**config.mk**
```make
export PLATFORM = sky130hd
export DESIGN_NAME = io_xlate_cache
export DESIGN_NICKNAME = d
export VERILOG_FILES = /design/src/rtl/ioxc_pkg.sv /design/src/rtl/ioxc_ctrl.sv /design/src/rtl/ioxc_store.sv /design/src/rtl/io_xlate_cache.sv
export SDC_FILE = /design/constraint.sdc
export NUM_CORES = 2
export LEC_CHECK = 0
export BUFFER_PORTS_ARGS = -buffer_cell sky130_fd_sc_hd__clkbuf_2
export CAP_MARGIN = 20
export CORE_ASPECT_RATIO = 2
export CORE_UTILIZATION = 41
export CTS_CLUSTER_DIAMETER = 40
export DETAILED_ROUTE_END_ITERATION = 12
export GPL_TIMING_DRIVEN = 0
export SLEW_MARGIN = 20
export SYNTH_ARGS = -nofsm -noshare
export SYNTH_HDL_FRONTEND = slang
export SYNTH_SLANG_ARGS = --single-unit
export TNS_END_PERCENT = 10
```
**constraint.sdc**
```tcl
create_clock -name clk -period 13.7 [get_ports clk]
set_input_delay 1.37 -clock clk [delete_from_list [all_inputs] [get_ports clk]]
set_output_delay 1.37 -clock clk [all_outputs]
set_load 0.02 [all_outputs]
```
**src/rtl/ioxc_pkg.sv**
```systemverilog
package ioxc_pkg;

  localparam int PAGE_SHIFT = 12;
  localparam int LEVEL_BITS = 9;

  typedef enum logic [1:0] {
    INV_GLOBAL = 2'd0,
    INV_DOMAIN = 2'd1,
    INV_PAGE   = 2'd2,
    INV_NONE   = 2'd3
  } invKind_e;

  typedef struct packed {
    logic     invEn;
    invKind_e invKind;
    logic     fillEn;
    logic     flushAll;
  } ctrlStrb_t;

  function automatic int levelShift(input logic [1:0] lvl);
    return PAGE_SHIFT + (int'(lvl) - 1) * LEVEL_BITS;
  endfunction

endpackage

```
**src/rtl/ioxc_ctrl.sv**
```systemverilog
module ioxc_ctrl
  import ioxc_pkg::*;
#(
  parameter int NUM_ENTRIES = 16,
  parameter int SLOT_W      = $clog2(NUM_ENTRIES)
) (
  input  logic                   clk,
  input  logic                   rstN,
  input  logic                   fillValid,
  input  logic [1:0]             fillLevel,
  input  logic                   invValid,
  input  logic [1:0]             invKind,
  input  logic [NUM_ENTRIES-1:0] validVec,
  input  logic [NUM_ENTRIES-1:0] fillMatchVec,
  output ctrlStrb_t              strb,
  output logic [SLOT_W-1:0]      fillSlot,
  output logic                   invDone
);

  logic [SLOT_W-1:0] matchIdx;
  logic [SLOT_W-1:0] freeIdx;

  always_comb begin
    matchIdx = '0;
    freeIdx  = '0;
    for (int i = NUM_ENTRIES - 1; i >= 0; i--) begin
      if (fillMatchVec[i]) matchIdx = SLOT_W'(i);
      if (!validVec[i])    freeIdx  = SLOT_W'(i);
    end
  end

  always_comb begin
    strb     = '0;
    fillSlot = '0;
    if (invValid) begin
      strb.invEn   = 1'b1;
      strb.invKind = invKind_e'(invKind);
    end else if (fillValid && fillLevel != 2'd0) begin
      strb.fillEn = 1'b1;
      if (|fillMatchVec) begin
        fillSlot = matchIdx;
      end else if (!(&validVec)) begin
        fillSlot = freeIdx;
      end else begin
        strb.flushAll = 1'b1;
        fillSlot      = '0;
      end
    end
  end

  always_ff @(posedge clk or negedge rstN) begin
    if (!rstN) invDone <= 1'b0;
    else       invDone <= invValid;
  end

  // a new tag never lands on an occupied slot unless the cache is flushed
  p_alloc_free_r6: assert property (@(posedge clk) disable iff (!rstN)
    (strb.fillEn && !strb.flushAll && !(|fillMatchVec)) |-> !validVec[fillSlot]);

endmodule

```
**src/rtl/ioxc_store.sv**
```systemverilog
module ioxc_store
  import ioxc_pkg::*;
#(
  parameter int NUM_ENTRIES = 16,
  parameter int ADDR_W      = 48,
  parameter int SID_W       = 16,
  parameter int DID_W       = 16,
  parameter int ORDER_W     = 6,
  parameter int SLOT_W      = $clog2(NUM_ENTRIES)
) (
  input  logic                   clk,
  input  logic                   rstN,
  input  ctrlStrb_t              strb,
  input  logic [SLOT_W-1:0]      fillSlot,
  input  logic [SID_W-1:0]       fillSid,
  input  logic [DID_W-1:0]       fillDid,
  input  logic [ADDR_W-1:0]      fillAddr,
  input  logic [ADDR_W-1:0]      fillLeaf,
  input  logic                   fillRead,
  input  logic                   fillWrite,
  input  logic [1:0]             fillLevel,
  input  logic [DID_W-1:0]       invDid,
  input  logic [ADDR_W-1:0]      invAddr,
  input  logic [ORDER_W-1:0]     invOrder,
  input  logic                   lookupValid,
  input  logic [SID_W-1:0]       lookupSid,
  input  logic [ADDR_W-1:0]      lookupAddr,
  output logic [NUM_ENTRIES-1:0] validVec,
  output logic [NUM_ENTRIES-1:0] fillMatchVec,
  output logic                   rspValid,
  output logic                   rspHit,
  output logic [ADDR_W-1:0]      rspAddr,
  output logic [ADDR_W-1:0]      rspOffsetMask,
  output logic [1:0]             rspPerm,
  output logic [1:0]             rspLevel
);

  localparam int FRAME_W = ADDR_W - PAGE_SHIFT;

  function automatic logic [ADDR_W-1:0] lvlMask(input logic [1:0] lvl);
    return {ADDR_W{1'b1}} << levelShift(lvl);
  endfunction

  logic [NUM_ENTRIES-1:0] entValid;
  logic [SID_W-1:0]       entSid   [NUM_ENTRIES];
  logic [DID_W-1:0]       entDid   [NUM_ENTRIES];
  logic [FRAME_W-1:0]     entFrame [NUM_ENTRIES];
  logic [ADDR_W-1:0]      entLeaf  [NUM_ENTRIES];
  logic [1:0]             entLevel [NUM_ENTRIES];
  logic                   entRd    [NUM_ENTRIES];
  logic                   entWr    [NUM_ENTRIES];

  assign validVec = entValid;

  // lookup probes, one per cached level
  logic [3:1][NUM_ENTRIES-1:0] hitVec;
  logic [3:1][FRAME_W-1:0]     probeFrame;

  for (genvar lv = 1; lv <= 3; lv++) begin : g_probe
    localparam logic [1:0] LV = 2'(lv);
    logic [ADDR_W-1:0] probeMask;
    assign probeMask      = lvlMask(LV);
    assign probeFrame[lv] = lookupAddr[ADDR_W-1:PAGE_SHIFT] & probeMask[ADDR_W-1:PAGE_SHIFT];
    for (genvar i = 0; i < NUM_ENTRIES; i++) begin : g_ent
      assign hitVec[lv][i] = entValid[i] && entSid[i] == lookupSid &&
                             entLevel[i] == LV && entFrame[i] == probeFrame[lv];
    end
  end

  logic              found;
  logic [SLOT_W-1:0] selIdx;

  always_comb begin
    found  = 1'b0;
    selIdx = '0;
    for (int lv = 1; lv <= 3; lv++) begin
      for (int i = 0; i < NUM_ENTRIES; i++) begin
        if (!found && hitVec[lv][i]) begin
          found  = 1'b1;
          selIdx = SLOT_W'(i);
        end
      end
    end
  end

  // fill tag and invalidation matching
  logic [ADDR_W-1:0]      fillMask;
  logic [FRAME_W-1:0]     fillFrame;
  logic [FRAME_W-1:0]     invOrderMask;
  logic [FRAME_W-1:0]     invFrame;
  logic [NUM_ENTRIES-1:0] killVec;
  logic [NUM_ENTRIES-1:0] slotHot;

  assign fillMask     = lvlMask(fillLevel);
  assign fillFrame    = fillAddr[ADDR_W-1:PAGE_SHIFT] & fillMask[ADDR_W-1:PAGE_SHIFT];
  assign invOrderMask = {FRAME_W{1'b1}} << invOrder;
  assign invFrame     = invAddr[ADDR_W-1:PAGE_SHIFT] & invOrderMask;
  assign slotHot      = {{(NUM_ENTRIES-1){1'b0}}, 1'b1} << fillSlot;

  for (genvar i = 0; i < NUM_ENTRIES; i++) begin : g_match
    logic [ADDR_W-1:0]  entMask;
    logic [FRAME_W-1:0] tlbFrame;
    logic               didHit;
    logic               pageHit;
    assign entMask  = lvlMask(entLevel[i]);
    assign tlbFrame = invAddr[ADDR_W-1:PAGE_SHIFT] & entMask[ADDR_W-1:PAGE_SHIFT];
    assign didHit   = entDid[i] == invDid;
    assign pageHit  = didHit && (((entFrame[i] & invOrderMask) == invFrame) ||
                                 (entFrame[i] == tlbFrame));
    always_comb begin
      unique case (strb.invKind)
        INV_GLOBAL: killVec[i] = 1'b1;
        INV_DOMAIN: killVec[i] = didHit;
        INV_PAGE:   killVec[i] = pageHit;
        default:    killVec[i] = 1'b0;
      endcase
    end
    assign fillMatchVec[i] = entValid[i] && entSid[i] == fillSid &&
                             entLevel[i] == fillLevel && entFrame[i] == fillFrame;
  end

  always_ff @(posedge clk or negedge rstN) begin
    if (!rstN) begin
      entValid <= '0;
    end else if (strb.invEn) begin
      entValid <= entValid & ~killVec;
    end else if (strb.fillEn) begin
      entValid <= (strb.flushAll ? '0 : entValid) | slotHot;
    end
  end

  always_ff @(posedge clk) begin
    if (strb.fillEn) begin
      entSid[fillSlot]   <= fillSid;
      entDid[fillSlot]   <= fillDid;
      entFrame[fillSlot] <= fillFrame;
      entLeaf[fillSlot]  <= fillLeaf;
      entLevel[fillSlot] <= fillLevel;
      entRd[fillSlot]    <= fillRead;
      entWr[fillSlot]    <= fillWrite;
    end
  end

  logic [ADDR_W-1:0] selMask;
  assign selMask = lvlMask(entLevel[selIdx]);

  always_ff @(posedge clk or negedge rstN) begin
    if (!rstN) begin
      rspValid      <= 1'b0;
      rspHit        <= 1'b0;
      rspAddr       <= '0;
      rspOffsetMask <= '0;
      rspPerm       <= '0;
      rspLevel      <= '0;
    end else begin
      rspValid <= lookupValid;
      if (lookupValid && found) begin
        rspHit        <= 1'b1;
        rspAddr       <= entLeaf[selIdx] & selMask;
        rspOffsetMask <= ~selMask;
        rspPerm       <= {entWr[selIdx], entRd[selIdx]};
        rspLevel      <= entLevel[selIdx];
      end else begin
        rspHit        <= 1'b0;
        rspAddr       <= '0;
        rspOffsetMask <= '0;
        rspPerm       <= '0;
        rspLevel      <= '0;
      end
    end
  end

  // in-place replacement keeps every tag unique
  p_unique_tag_r6: assert property (@(posedge clk) disable iff (!rstN)
    lookupValid |-> ($onehot0(hitVec[1]) && $onehot0(hitVec[2]) && $onehot0(hitVec[3])));

  // an overflowing fill leaves only the new entry behind
  p_flush_one_r7: assert property (@(posedge clk) disable iff (!rstN)
    (strb.fillEn && strb.flushAll) |=> ($countones(entValid) == 1));

  // a global invalidation empties the array
  p_global_empty_r8: assert property (@(posedge clk) disable iff (!rstN)
    (strb.invEn && strb.invKind == INV_GLOBAL) |=> (entValid == '0));

  // a miss or an idle cycle drives zero data
  p_miss_zero_r2: assert property (@(posedge clk) disable iff (!rstN)
    !rspHit |-> (rspAddr == '0 && rspOffsetMask == '0 && rspPerm == 2'd0 && rspLevel == 2'd0));

endmodule

```
**src/rtl/io_xlate_cache.sv**
```systemverilog
module io_xlate_cache
  import ioxc_pkg::*;
#(
  parameter int NUM_ENTRIES = 16,
  parameter int ADDR_W      = 48,
  parameter int SID_W       = 16,
  parameter int DID_W       = 16,
  parameter int ORDER_W     = 6
) (
  input  logic               clk,
  input  logic               rstN,
  input  logic               lookupValid,
  input  logic [SID_W-1:0]   lookupSid,
  input  logic [ADDR_W-1:0]  lookupAddr,
  input  logic               fillValid,
  input  logic [SID_W-1:0]   fillSid,
  input  logic [DID_W-1:0]   fillDid,
  input  logic [ADDR_W-1:0]  fillAddr,
  input  logic [ADDR_W-1:0]  fillLeaf,
  input  logic               fillRead,
  input  logic               fillWrite,
  input  logic [1:0]         fillLevel,
  input  logic               invValid,
  input  logic [1:0]         invKind,
  input  logic [DID_W-1:0]   invDid,
  input  logic [ADDR_W-1:0]  invAddr,
  input  logic [ORDER_W-1:0] invOrder,
  output logic               rspValid,
  output logic               rspHit,
  output logic [ADDR_W-1:0]  rspAddr,
  output logic [ADDR_W-1:0]  rspOffsetMask,
  output logic [1:0]         rspPerm,
  output logic [1:0]         rspLevel,
  output logic               invDone
);

  localparam int SLOT_W = $clog2(NUM_ENTRIES);

  ctrlStrb_t              strb;
  logic [SLOT_W-1:0]      fillSlot;
  logic [NUM_ENTRIES-1:0] validVec;
  logic [NUM_ENTRIES-1:0] fillMatchVec;

  ioxc_ctrl #(
    .NUM_ENTRIES(NUM_ENTRIES),
    .SLOT_W     (SLOT_W)
  ) ctrl_i (
    .clk         (clk),
    .rstN        (rstN),
    .fillValid   (fillValid),
    .fillLevel   (fillLevel),
    .invValid    (invValid),
    .invKind     (invKind),
    .validVec    (validVec),
    .fillMatchVec(fillMatchVec),
    .strb        (strb),
    .fillSlot    (fillSlot),
    .invDone     (invDone)
  );

  ioxc_store #(
    .NUM_ENTRIES(NUM_ENTRIES),
    .ADDR_W     (ADDR_W),
    .SID_W      (SID_W),
    .DID_W      (DID_W),
    .ORDER_W    (ORDER_W),
    .SLOT_W     (SLOT_W)
  ) store_i (
    .clk          (clk),
    .rstN         (rstN),
    .strb         (strb),
    .fillSlot     (fillSlot),
    .fillSid      (fillSid),
    .fillDid      (fillDid),
    .fillAddr     (fillAddr),
    .fillLeaf     (fillLeaf),
    .fillRead     (fillRead),
    .fillWrite    (fillWrite),
    .fillLevel    (fillLevel),
    .invDid       (invDid),
    .invAddr      (invAddr),
    .invOrder     (invOrder),
    .lookupValid  (lookupValid),
    .lookupSid    (lookupSid),
    .lookupAddr   (lookupAddr),
    .validVec     (validVec),
    .fillMatchVec (fillMatchVec),
    .rspValid     (rspValid),
    .rspHit       (rspHit),
    .rspAddr      (rspAddr),
    .rspOffsetMask(rspOffsetMask),
    .rspPerm      (rspPerm),
    .rspLevel     (rspLevel)
  );

  // every invalidation request is acknowledged on the next cycle
  p_done_follows_r8: assert property (@(posedge clk) disable iff (!rstN)
    invValid |=> invDone);

  // a result is presented only for a request made one cycle earlier
  p_rsp_follows_r2: assert property (@(posedge clk) disable iff (!rstN)
    rspValid |-> $past(lookupValid));

endmodule

```
==> reports/qor.yml, run 1 <==
place_hpwl_um: 850000
cts_inserted_buffers: 233
synth_area_um2: 119000
clock-root-buffer: "clkbuf_16"
synthDominantCellAreaShare_pct: 48.1
synth_area_leaders: "edfxtp_1 (48%), xnor2_1 (11%), xor2_1 (7.6%), nand4_1 (3.0%), mux2i_1 (2.1%)"
yosysWarnings: 0
io_pins: 376
ctsLongestPathBuffers: 4
haltStage: "global routing"
syn_area_per_cell_um2: 11.2
post-place-cells: 15073
ctsHoldBuffers: 0
yosysTopAreaCell: "edfxtp_1"
gp_congestion: 1.48
die_w_um: 383
initial_core_util_pct: 41.2
grt_pass1_vias: 146856
portBuffers: 237
die_height_um: 763
post-place-ws_ps: -1400
yosysSeqAreaShare_pct: 50.0
grt_util_all_layers_pct: 87.0
cts_htree_levels: 4
synth_edf_count: 1904
rows: 279
synth_seq_cells: 1994
status: "did not finish"
synth_cells: 10601
synthArstFlopShare_pct: 4.51
synth_nets: 11023
tool.error: "[ERROR GRT-0116] Global routing finished with congestion. Check the congestion regions in the DRC Viewer."
post-synth-top-count-cell: "edfxtp_1"
cts_setup_buffers: 0
ys.flop_type: "edfxtp_1"
ys_types: 106
synthTopCellsByCount: "edfxtp_1 (1904), xnor2_1 (1456), xor2_1 (1031)"
grt_first_pass_wirelength_um: 1760000
clock-sinks: 1994
grt_max_degree: 69
grt_overflow_total: 14950
[what timing repair did]
item,CTS
resized for setup,4
endpoints found under the setup margin,46
gates cloned,0
[routing by layer]
layer	overflow	track usage, %
met2	11626	113
met3	96	65.0
met1	72	82.3
met5	7	30.0
met4	3149	91.6
[cell families after synthesis]
group	Yosys count	share of synthesized area, %
compound gates	1559	8.75
xor+xnor	2487	18.3
fa+ha+maj	149	1.57
buf+inv	1040	4.01
flops	1994	50.0
mux	433	3.84
other cells	1	0.00316
simple gates	2938	13.5
[stage by stage]
stage | area [um2] | setup TNS [ps]
after floorplan | 119000 | -295200
after global placement | 125000 | -
after detailed placement | 134000 | -446860
after CTS | 142000 | 0
==> inputs of run 2 (changes only) <==
--- a/config.mk
+++ b/config.mk
@@ -7,11 +7,10 @@
 export LEC_CHECK = 0
 export BUFFER_PORTS_ARGS = -buffer_cell sky130_fd_sc_hd__clkbuf_2
 export CAP_MARGIN = 20
-export CORE_ASPECT_RATIO = 2
-export CORE_UTILIZATION = 41
-export CTS_CLUSTER_DIAMETER = 40
+export CORE_UTILIZATION = 26
 export DETAILED_ROUTE_END_ITERATION = 12
 export GPL_TIMING_DRIVEN = 0
+export PLACE_DENSITY_LB_ADDON = 0.15
 export SLEW_MARGIN = 20
 export SYNTH_ARGS = -nofsm -noshare
 export SYNTH_HDL_FRONTEND = slang
==> run 2 against run 1 <==
Compared with the run above:
- the flow now finishes, with violations (setup timing)
- synthesized area unchanged
- synthesized cell count unchanged
==> reports/qor.yml, run 2 <==
status: "finished, violations left"
violations: "setup timing"
cts_tree: "done"
rows: 247
io_pins: 376
powerDensity_nw_per_um2: 115
rsz0062_at_grt: "false"
die_area_um2: 460000
die_height_um: 678
multi_input_area_um2: 56900
critPathLaunchType: "input pin"
clock-root-buffer: "clkbuf_16"
critPathMaxStageDelay_ps: 890
p_leak_nw: 47.8
final-setup-viol-count: 115
yosysSeqAreaShare_pct: 50.0
top_register: "store_i.entLeaf"
cts.clk_slew.worst_paths_ps: 70
vias: 113031
ctsLongestPathBuffers: 4
cts_setup_buffers: 0
regArea_um2: 59400
yosysTopAreaCell: "edfxtp_1"
ctsHoldBuffers: 0
synthTopCellsByCount: "edfxtp_1 (1904), xnor2_1 (1456), xor2_1 (1031)"
setup_ws_ps: -501
drt-total-wl_um: 1140000
cp_common_cell: "buf_6"
die_w_um: 678
ys_types: 106
final-hold-violation-count: 0
grt_max_degree: 57
critical-path-top-delay-family: "buffers and inverters"
grt_first_pass_wirelength_um: 1360000
pwr-share-seq_pct: 40.8
fin_crit_ps: 14200
cts_inserted_buffers: 244
p_total_mw: 17.0
place_hpwl_um: 923000
final_common_cell: "edfxtp_1"
path_buf_inv: 19
clockPowerShare_pct: 41.2
synth_cells: 10601
synthDominantCellAreaShare_pct: 48.1
clock-sinks: 1994
initial_core_util_pct: 26.2
synth_edf_count: 1904
fin_nets: 12033
arrival_ps: 14880
antenna_found_initial: 256
drtIter0Drc: 19368
crit_required_ps: 14380
drive_gt1_share_pct: 18.7
tightest_slew_ps: 1440
most-common-layout-cells: "edfxtp_1 (1904), xnor2_1 (1407), xor2_1 (1012), nor2_1 (618), nand4_1 (574)"
largestRegisters: "store_i.entLeaf: 752 flops, store_i.entFrame: 576 flops"
portBuffers: 237
grt_overflow_total: 0
synth_area_leaders: "edfxtp_1 (48%), xnor2_1 (11%), xor2_1 (7.6%), nand4_1 (3.0%), mux2i_1 (2.1%)"
fin_crit_sh_pct: 104
wl_per_cell_um: 63.2
yosysWarnings: 0
switching_share_pct: 32.5
clk_latency_ps: 1050
grt_util_all_layers_pct: 47.8
synth_area_um2: 119000
whs_ps: 265
worst_clock_skew_ps: 97.4
synth_seq_cells: 1994
nFillCells: 45841
cp_num_cells: 33
drtAntennaViolNets: 0
synthArstFlopShare_pct: 4.51
drv_cap: 0
r2r_cells: 22
critical_path_class: "in -> reg"
syn_area_per_cell_um2: 11.2
gp_congestion: 1.13
max_clock_freq_ghz: 0.0704
cts_htree_levels: 4
endpoint_kind: "flop"
ys.flop_type: "edfxtp_1"
core_area_um2: 454000
slowest_stage: "o21ai_0"
hp-class: "in -> async"
critPathMaxFanout: 20
power_frac_comb_pct: 18.0
drv_slew: 0
synth_nets: 11023
post-synth-top-count-cell: "edfxtp_1"
via_per_inst: 6.29
peakVddDrop_uv: 140
slew_headroom_pct: 3.56
largest_reg_flops: 752
post_cts_resized: 2
grt_pass1_vias: 102186
p_int_mw: 11.5
p_switching_mw: 5.54
dr.pass1.iters: 6
drc: 0
area_delta_synth_final_pct: 24.4
run 2: cell counts after synthesis:
Identical to the previous run, type by type.
run 2: worst reg2reg max path, cell delays in order, from the launching register on:
cell and delay, ps:
edfxtp_1 450, xnor2_2 800, nand4_1 1140, nor4_4 1060, nand4_1 1090, nor2_1 1130, nor3_1 290, a41oi_1 390
o221ai_1 220, a311oi_1 710, nand2_1 500, buf_4 370, buf_2 380, mux2i_1 280, mux2i_1 110, mux2i_1 650
inv_1 260, ha_1 250, clkbuf_1 210, nand2b_1 120, clkbuf_1 270, nand2_1 730, a211oi_2 1020
run 2: cell families after synthesis:
logic type / share of synthesized area [%]
mux: 3.84
buf+inv: 4.01
simple gates: 13.5
compound gates: 8.75
other cells: 0.00316
flops: 50.0
fa+ha+maj: 1.57
xor+xnor: 18.3
run 2: power groups by stage:
| stage | Sequential [mW] | Combinational, mW | Clock (mW) |
|---|---|---|---|
| 6_report | 6.95 | 3.06 | 7.01 |
| 5_1_grt | 6.94 | 2.95 | 7.22 |
| 4_1_cts | 6.94 | 2.85 | 7.03 |
| 3_5_place_dp | 7.07 | 2.84 | 0 |
| 3_3_place_gp | 7.13 | 2.57 | 0 |
| 2_1_floorplan | 7.00 | 1.01 | 0 |
run 2: final timing paths:
check	to	slack, ps	from
max in group asynchronous	store_i.validVec[1]	12560	rstN
min	store_i.rspOffsetMask[34]	260	rstN
max	store_i.entFrame[13][8]	-500	fillLevel[0]
min reg2reg	store_i.rspAddr[16]	750	store_i.entLeaf[0][16]
min in group clk	store_i.rspValid	560	lookupValid
max reg2reg	store_i.rspAddr[40]	1030	store_i.entSid[8][11]
run 2: metal layers:
| metal | up-vias | track usage, % | wire length [um] |
|---|---|---|---|
| met5 | - | 0.896 | 981 |
| met4 | 58 | 40.0 | 117000 |
| met3 | 2642 | 20.6 | 136000 |
| met2 | 9474 | 67.4 | 457000 |
| met1 | 59315 | 55.7 | 423000 |
| li1 | 41542 | - | - |
run 2: final cells by class:
cell class / instances / area share [%]
multi-input cells: 7567 / 38.5
repair buffers: 765 / 6.82
flip-flops and latches: 1994 / 40.2
clock buffers: 301 / 4.34
plain buffers: 852 / 3.00
clock inverters: 152 / 1.30
well taps: 5976 / 5.06
inverters: 187 / 0.484
diodes: 177 / 0.300
run 2: metrics by stage:
step	utilization (%)	TNS [ps]	std cells	area, um2	setup slack, ps
5_1_grt	32.5	0	17851	147000	38.0
6_report	32.6	-18670	17971	148000	-501
3_3_place_gp	28.1	-	16814	127000	-26990
4_1_cts	32.4	0	17784	147000	82.3
2_1_floorplan	-	-295200	10601	119000	-1310
3_5_place_dp	30.6	-1147120	17332	139000	-1720
No activity file was read; power rests on OpenSTA's default activity.
